===== src/rtl/aer_sender_pkg.sv =====
package aer_sender_pkg;

    typedef enum logic [1:0] {
        ST_IDLE,
        ST_SETUP,
        ST_WAIT_ACK,
        ST_WAIT_REL
    } aer_state_e;

endpackage


===== src/rtl/aer_ack_sync.sv =====
module aer_ack_sync #(
    parameter int   STAGES  = 2,
    parameter logic RST_VAL = 1'b1
) (
    input  logic clk,
    input  logic rst,
    input  logic din,
    output logic dout
);
    logic [STAGES-1:0] sh_d, sh_q;

    always_comb begin
        sh_d = {sh_q[STAGES-2:0], din};
    end

    always_ff @(posedge clk) begin
        if (rst) sh_q <= {STAGES{RST_VAL}};
        else     sh_q <= sh_d;
    end

    assign dout = sh_q[STAGES-1];
endmodule


===== src/rtl/aer_range_check.sv =====
module aer_range_check #(
    parameter int ADDR_W = 8,
    parameter int X_MAX  = 239,
    parameter int Y_MAX  = 179
) (
    input  logic [ADDR_W-1:0] y,
    input  logic [ADDR_W-1:0] x,
    output logic              in_range
);
    localparam logic [ADDR_W-1:0] X_LIM = ADDR_W'(X_MAX);
    localparam logic [ADDR_W-1:0] Y_LIM = ADDR_W'(Y_MAX);

    assign in_range = (y <= Y_LIM) && (x <= X_LIM);
endmodule


===== src/rtl/aer_err_counter.sv =====
module aer_err_counter #(
    parameter int ERR_W = 8
) (
    input  logic             clk,
    input  logic             rst,
    input  logic             inc,
    output logic [ERR_W-1:0] count
);
    localparam logic [ERR_W-1:0] TOP = {ERR_W{1'b1}};

    logic [ERR_W-1:0] cnt_d, cnt_q;

    always_comb begin
        cnt_d = cnt_q;
        if (inc && cnt_q != TOP) cnt_d = cnt_q + 1'b1;
    end

    always_ff @(posedge clk) begin
        if (rst) cnt_q <= '0;
        else     cnt_q <= cnt_d;
    end

    assign count = cnt_q;


    err_sat_chk: assert property (@(posedge clk) disable iff (rst)
        (cnt_q == TOP) |=> (cnt_q == TOP));


    err_step_chk: assert property (@(posedge clk) disable iff (rst)
        (inc && cnt_q != TOP) |=> (cnt_q == $past(cnt_q) + 1'b1));
endmodule


===== src/rtl/aer_event_sender.sv =====
module aer_event_sender
    import aer_sender_pkg::*;
#(
    parameter int ADDR_W      = 8,
    parameter int X_MAX       = 239,
    parameter int Y_MAX       = 179,
    parameter int SETUP_CYC   = 4,
    parameter int SYNC_STAGES = 2,
    parameter int ERR_W       = 8
) (
    input  logic              clk,
    input  logic              rst,
    input  logic              in_valid,
    output logic              in_ready,
    input  logic [ADDR_W-1:0] in_y,
    input  logic [ADDR_W-1:0] in_x,
    input  logic              in_pol,
    output logic              aer_req_n,
    output logic              aer_sel,
    output logic [ADDR_W:0]   aer_data,
    input  logic              aer_ack_n,
    output logic [ERR_W-1:0]  err_count
);
    localparam int DATA_W = ADDR_W + 1;
    localparam int CNT_W  = (SETUP_CYC < 2) ? 1 : $clog2(SETUP_CYC);
    localparam logic [CNT_W-1:0] CNT_LAST = CNT_W'(SETUP_CYC - 1);

    typedef struct packed {
        aer_state_e        st;
        logic              word_x;
        logic [CNT_W-1:0]  cnt;
        logic              req_n;
        logic              sel;
        logic [DATA_W-1:0] data;
        logic [ADDR_W-1:0] x;
        logic              pol;
    } regs_t;

    regs_t d, q;
    logic  ack_s;
    logic  in_ok;
    logic  drop;

    aer_ack_sync #(.STAGES(SYNC_STAGES), .RST_VAL(1'b1)) ack_sync_i (
        .clk (clk),
        .rst (rst),
        .din (aer_ack_n),
        .dout(ack_s)
    );

    aer_range_check #(.ADDR_W(ADDR_W), .X_MAX(X_MAX), .Y_MAX(Y_MAX)) range_i (
        .y       (in_y),
        .x       (in_x),
        .in_range(in_ok)
    );

    aer_err_counter #(.ERR_W(ERR_W)) err_i (
        .clk  (clk),
        .rst  (rst),
        .inc  (drop),
        .count(err_count)
    );

    always_comb begin
        d    = q;
        drop = 1'b0;
        unique case (q.st)
            ST_IDLE: begin
                if (in_valid) begin
                    if (in_ok) begin
                        d.st     = ST_SETUP;
                        d.word_x = 1'b0;
                        d.cnt    = '0;
                        d.sel    = 1'b0;
                        d.data   = {1'b0, in_y};
                        d.x      = in_x;
                        d.pol    = in_pol;
                    end else begin
                        drop = 1'b1;
                    end
                end
            end
            ST_SETUP: begin
                if (q.cnt == CNT_LAST) begin
                    d.req_n = 1'b0;
                    d.st    = ST_WAIT_ACK;
                end else begin
                    d.cnt = q.cnt + 1'b1;
                end
            end
            ST_WAIT_ACK: begin
                if (!ack_s) begin
                    d.req_n = 1'b1;
                    d.st    = ST_WAIT_REL;
                end
            end
            ST_WAIT_REL: begin
                if (ack_s) begin
                    if (!q.word_x) begin
                        d.word_x = 1'b1;
                        d.sel    = 1'b1;
                        d.data   = {q.x, q.pol};
                        d.cnt    = '0;
                        d.st     = ST_SETUP;
                    end else begin
                        d.st = ST_IDLE;
                    end
                end
            end
            default: d.st = ST_IDLE;
        endcase
    end

    always_ff @(posedge clk) begin
        if (rst) begin
            q.st     <= ST_IDLE;
            q.word_x <= 1'b0;
            q.cnt    <= '0;
            q.req_n  <= 1'b1;
            q.sel    <= 1'b0;
            q.data   <= '0;
            q.x      <= '0;
            q.pol    <= 1'b0;
        end else begin
            q <= d;
        end
    end

    assign in_ready  = (q.st == ST_IDLE);
    assign aer_req_n = q.req_n;
    assign aer_sel   = q.sel;
    assign aer_data  = q.data;


    data_hold_chk: assert property (@(posedge clk) disable iff (rst)
        (!aer_req_n && $past(!aer_req_n)) |-> ($stable(aer_data) && $stable(aer_sel)));


    req_release_chk: assert property (@(posedge clk) disable iff (rst)
        $rose(aer_req_n) |-> !$past(ack_s));


    req_assert_chk: assert property (@(posedge clk) disable iff (rst)
        $fell(aer_req_n) |-> $past(ack_s));


    sel_change_chk: assert property (@(posedge clk) disable iff (rst)
        !$stable(aer_sel) |-> (aer_req_n && $past(aer_req_n)));


    ready_idle_chk: assert property (@(posedge clk) disable iff (rst)
        in_ready |-> aer_req_n);


    drop_no_req_chk: assert property (@(posedge clk) disable iff (rst)
        (in_valid && in_ready && !in_ok) |=> (aer_req_n && in_ready));
endmodule


===== config.mk =====
export PLATFORM = sky130hd
export DESIGN_NAME = aer_event_sender
export DESIGN_NICKNAME = d
export VERILOG_FILES = /design/src/rtl/aer_sender_pkg.sv /design/src/rtl/aer_ack_sync.sv /design/src/rtl/aer_range_check.sv /design/src/rtl/aer_err_counter.sv /design/src/rtl/aer_event_sender.sv
export SDC_FILE = /design/constraint.sdc
export NUM_CORES = 1
export LEC_CHECK = 0
export ABC_CLOCK_PERIOD_IN_PS = 5650
export BUFFER_PORTS_ARGS = -buffer_cell sky130_fd_sc_hd__clkbuf_2
export CORE_AREA = 2 2 62 64
export CTS_CLUSTER_DIAMETER = 120
export CTS_CLUSTER_SIZE = 14
export DETAILED_ROUTE_END_ITERATION = 6
export DIE_AREA = 0 0 64 66
export GPL_ROUTABILITY_DRIVEN = 0
export PLACE_DENSITY = 0.87
export SETUP_SLACK_MARGIN = 0.1
export SLEW_MARGIN = 10
export SYNTH_ARGS = -nofsm -noshare
export SYNTH_HDL_FRONTEND = slang
export SYNTH_SLANG_ARGS = --single-unit

===== constraint.sdc =====
create_clock -name clk -period 5.65 [get_ports clk]
set_input_delay 0.2825 -clock clk [delete_from_list [all_inputs] [get_ports clk]]
set_output_delay 0.2825 -clock clk [all_outputs]
set_load 0.01 [all_outputs]

=== After elaboration in Yosys (flattened, before gate mapping) ===
Index checks and enable logic that the tools add are counted.

* Input port bits: 21
* Register bits after elaboration: 35

* Reduce and logical (&&, ||, !) cells: 12
* Magnitude comparators: 2
* Add/sub/neg operators: 2
* Mux-type cells: 22
* Equality and inequality tests: 12

{| class="wikitable"
|+ Operator list
! cell !! count
|-
| 19-bit 2-to-1 mux || 2
|-
| 10-bit 2-to-1 mux || 2
|-
| 10-bit one-hot mux with 2 select lines || 1
|-
| 8-bit less-or-equal comparator, second input constant || 2
|-
| 5-bit 2-to-1 mux || 3
|-
| 2-bit != test, second input constant || 5
|-
| 5-bit AND reduction || 2
|-
| 8-bit by 1-bit adder with 8-bit output, second input constant || 1
|-
| 2-bit 2-to-1 mux || 4
|-
| 8-bit != test, second input constant || 1
|-
| 2-bit one-hot mux with 4 select lines || 1
|-
| 2-bit == test, second input constant || 3
|-
| 1-bit 2-to-1 mux || 6
|-
| 2-bit one-hot mux with 3 select lines || 1
|-
| 3-bit AND reduction || 2
|-
| 6-bit AND reduction || 1
|-
| 2-bit by 1-bit != test with 1-bit output, second input constant || 2
|-
| 1-bit one-hot mux with 2 select lines || 2
|-
| 4-bit AND reduction || 1
|-
| 2-bit nonzero test || 2
|-
| 3-bit nonzero test || 1
|-
| 2-bit by 1-bit adder with 2-bit output, second input constant || 1
|-
| 2-bit by 1-bit == test with 1-bit output, second input constant || 1
|-
| 1-bit logical AND || 2
|-
| 2-bit zero test || 1
|}

=== Depth between registers and ports, before layout ===
* Depth after elaboration: 6
* Depth in mapped cells: 7
* Depth with buffers taken out: 6

=== By module ===
From an unflattened synthesis, not the netlist that was laid out.

* Cell total of the unflattened synthesis: 219
* Area, all modules: 1816.7 µm²

{| class="wikitable"
|+ Modules (own cells, without submodules)
! module !! cells an instance !! area an instance (µm²) !! instances
|-
| aer_event_sender || 165 || 1308.8 || 1
|-
| aer_err_counter || 46 || 430.4 || 1
|-
| aer_ack_sync || 4 || 52.6 || 1
|-
| aer_range_check || 4 || 25.0 || 1
|}

=== Worst setup path before layout ===
Ideal clock, no wire load.

* Kind: reg-to-reg
* Start: register q[23] in the netlist's numbering
* End: register q[22] in the netlist's numbering
* Setup slack: 3.727 ns
* Required time: 5.518 ns
* Cell stages (with the launch flop): 8
* Arrival: 1.790 ns
* Path through: dfxtp_1 inv_1 ha_1 inv_1 or4_4 buf_6 o21ai_0 a21oi_1

* Word-level cells in the longest chain between the ends: 3
* Elaborated cells on any way between the ends: 8
* Those cells by class: eq/ne: 4; mux: 1; reduce/logical: 3

{| class="wikitable"
|+ RTL lines
! item !! line !! source
|-
| start: declaration || aer_event_sender.sv:39 || <nowiki>regs_t d, q;</nowiki>
|-
| 2-bit zero test * || n/a ||
|-
| named net in_ready || aer_event_sender.sv:14 || <nowiki>output logic in_ready,</nowiki>
|-
| 2-bit by 1-bit != test with 1-bit output (no source line), or another cell as far along || n/a ||
|-
| 4-bit AND reduction (no source line) || n/a ||
|}

The timed path passes the listed nets; every way through them passes the cells marked *.
A chain may end at the register's enable or synchronous reset.

=== Worst setup path after layout ===
* Start: register q[23] in the netlist's numbering
* End: register q[23] in the netlist's numbering

* Word-level cells in the longest chain between the ends: 3
* Elaborated cells on any way between the ends: 11
* Those cells by class: eq/ne: 8; mux: 1; reduce/logical: 2

{| class="wikitable"
|+ RTL lines
! item !! line !! source
|-
| 2-bit == test, or another cell as far along || aer_event_sender.sv:67 || <nowiki>unique case (q.st)</nowiki>
|-
| 2-bit != test (no source line) or 2-bit by 1-bit != test with 1-bit output (tied branches) || n/a ||
|-
| 5-bit AND reduction (no source line) || n/a ||
|}

Parallel ways exist; a longest one is shown, timed or not.

==> impl_metrics.json <==
{
  "final_common_cell": "clkbuf_2",
  "post_cts_buffers": 0,
  "yosys_warnings": 0,
  "synth_edf_count": 0,
  "clock_path_buffers": 2,
  "setup_slack_ns": 3.59,
  "die_y_um": 66,
  "grt-ovfl-total": 0,
  "p_leak_nw": 0.872,
  "grt_max_degree": 41,
  "start_kind": "flop",
  "antenna_found_initial": 0,
  "nNetsFinal": 270,
  "ioPinCount": 41,
  "drtIter0Drc": 102,
  "drc": 0,
  "wire_per_inst_um": 13.1,
  "ant_nets": 0,
  "cts_tree": "built",
  "numClockSinks": 35,
  "maxSlewViolCount": 0,
  "crit_type": "flop to flop",
  "pre_cts_ws_ns": 3.54,
  "synth-seq-cells": 35,
  "start_util_pct": 53.6,
  "cp_common_cell": "inv_1",
  "clk_latency_ns": 0.34,
  "netlist_instances": 215,
  "drt-pass1-iter-count": 4,
  "htreeDepth": 2,
  "drive_gt1_share_pct": 23.0,
  "ys_seq_area_share_pct": 36.8,
  "synthAdderAreaFrac_pct": 3.94,
  "placed_cell_area_um2": 2040,
  "path_buf_inv": 2,
  "ys_types": 44,
  "status": "complete, no violations",
  "p_per_area_nw_per_um2": 277,
  "cap_violations": 0,
  "yosys.area_share.xor_xnor_pct": 0,
  "path_delay_family": "simple AND/OR/NAND/NOR gates",
  "vias": 1665,
  "period_minus_slack_ns": 2.06,
  "post-route-period-util_pct": 36.5,
  "rsz0062_at_grt": "false",
  "tightestPinTransition_ns": 0.923,
  "grt_pass1_vias": 1502,
  "syn_area_per_cell_um2": 8.85,
  "synth_compound_area_share_pct": 24.2,
  "crit_fanout": 12,
  "core_area_um2": 3550,
  "yosys_most_used_dff": "dfxtp_1",
  "r2r_cells": 6,
  "post_cts_resize_count": 0,
  "grt.total_usage_pct": 19.3,
  "hold_buffers": 0,
  "final_cell_mix": "40 x clkbuf_2, 35 x dfxtp_1, 18 x a21oi_1, 17 x nor2_1",
  "dieArea_um2": 4220,
  "crit_cells": 6,
  "hold_class": "primary input to flop",
  "worstPathRequired_ns": 5.91,
  "clock_skew_ns": 0.00185,
  "arrival_ns": 2.32,
  "final_area_um2": 2090,
  "antenna_cells": 0,
  "setup_viol": 0,
  "synth.net_count": 242,
  "fmax_ghz": 0.484,
  "hpwl_mm": 2.76,
  "cts_buffers": 5,
  "io_buffers": 40,
  "vias_per_cell": 5.70,
  "slew_headroom_pct": 38.1,
  "area_growth_pct": 9.73,
  "critical_path.slowest_cell": "or4_4",
  "path_clk_slew_ns": 0.10,
  "final_hold_viol_count": 0,
  "peakVddDrop_v": 0.000146,
  "row_count": 22,
  "muxShareOfSynthArea_pct": 6.44,
  "cts_root_buffer": "clkbuf_4",
  "crit_chain": "inv_1 -> ha_1 -> inv_1 -> or4_4 -> o211a_1 -> a211oi_1",
  "grt_first_pass_wirelength_mm": 6.44,
  "die_w_um": 64,
  "routed_wl_mm": 3.83,
  "slowest_delay_ns": 0.68,
  "min_delay_path_depth": 2,
  "yosys.area_share.simple_pct": 20.8,
  "cp-end-kind": "flop",
  "synth_top_family_by_area": "compound AO/OA/AOI/OAI gates",
  "synth_area_um2": 1900,
  "async_flop_share_pct": 0,
  "tns_ns": 0
}
## synth_stat cells, types with 2 or more instances
master,instances,area [µm²]
a211o_1,3,26.3
o211ai_1,3,22.5
a211oi_1,2,15.0
nand4_1,5,31.3
a32oi_1,2,17.5
a21oi_1,18,90.1
clkbuf_1,6,22.5
o21ai_0,11,55.1
or2_2,2,12.5
o41ai_1,7,61.3
o211a_1,2,20.0
nand2_1,12,45.0
inv_1,6,22.5
nand2b_1,9,56.3
buf_6,2,22.5
nand3_1,12,60.1
mux2_2,2,22.5
mux2i_1,10,100
a311oi_1,2,17.5
dfxtp_1,35,701
o21bai_1,2,15.0
nor2b_1,6,37.5
buf_4,10,75.1
nor2_1,17,63.8
o31ai_1,4,30.0
or4_1,2,15.0
ha_1,6,75.1
## metal layers
metal / wire length, µm / track usage [%] / vias to the layer above / part of all wire [%]
li1: - / - / 854 / -
met5: 0 / 0 / - / 0
met1: 1850 / 23.6 / 758 / 48
met4: 33 / 7.61 / 0 / 0.86
met2: 1760 / 31.8 / 47 / 46
met3: 193 / 5.79 / 6 / 5.0
## registers in the layout (all words and copies together) (netlist names)
register and count:
ack_sync_i.sh_q 2, aer_data 9, aer_req_n 1, aer_sel 1, err_i.count 8, q 14
## metrics by stage
step / total power [mW] / instances / util [%] / hold slack, ns
2_1_floorplan: 0.417 / 215 / - / 0.386
3_3_place_gp: 0.447 / 284 / 57.4 / 0.392
3_5_place_dp: 0.452 / 284 / 57.4 / 0.397
4_1_cts: 0.581 / 292 / 58.8 / 0.108
5_1_grt: 0.614 / 292 / 58.8 / 0.107
6_report: 0.579 / 292 / 58.8 / 0.118
## cells by family after synthesis
logic type                 Yosys count
DFF                                 35
AOI/OAI and AO/OA                   63
buffers and inverters               25
adders and majority gates            6
muxes                               12
and+or+nand+nor                     74
## worst paths after layout
kind	from	endpoint	slack, ns
worst max-delay path	q[23]	q[23]	3.59
worst min-delay path	aer_ack_n	ack_sync_i.sh_q[0]	0.12
worst max register to register	q[23]	q[23]	3.59
worst min register to register	ack_sync_i.sh_q[0]	ack_sync_i.sh_q[1]	0.42
## final cells by class
| type | instances | area (µm²) |
|---|---|---|
| Clock buffer | 7 | 45.0 |
| Clock inverter | 1 | 5.00 |
| Fill cell | 318 | 1460 |
| Inverter | 6 | 22.5 |
| Multi-Input combinational cell | 155 | 1050 |
| Sequential cell | 35 | 701 |
| Tap cell | 48 | 60.1 |
| Timing Repair Buffer | 40 | 200 |
## where the power goes
group | leakage, nW | switching [mW] | total (mW) | internal, mW
Sequential | 0.285 | 0.0133 | 0.280 | 0.266
Clock | 0.0293 | 0.0832 | 0.132 | 0.0485
Combinational | 0.558 | 0.0988 | 0.168 | 0.0690
Note: power is estimated with default switching activity, not from simulation.
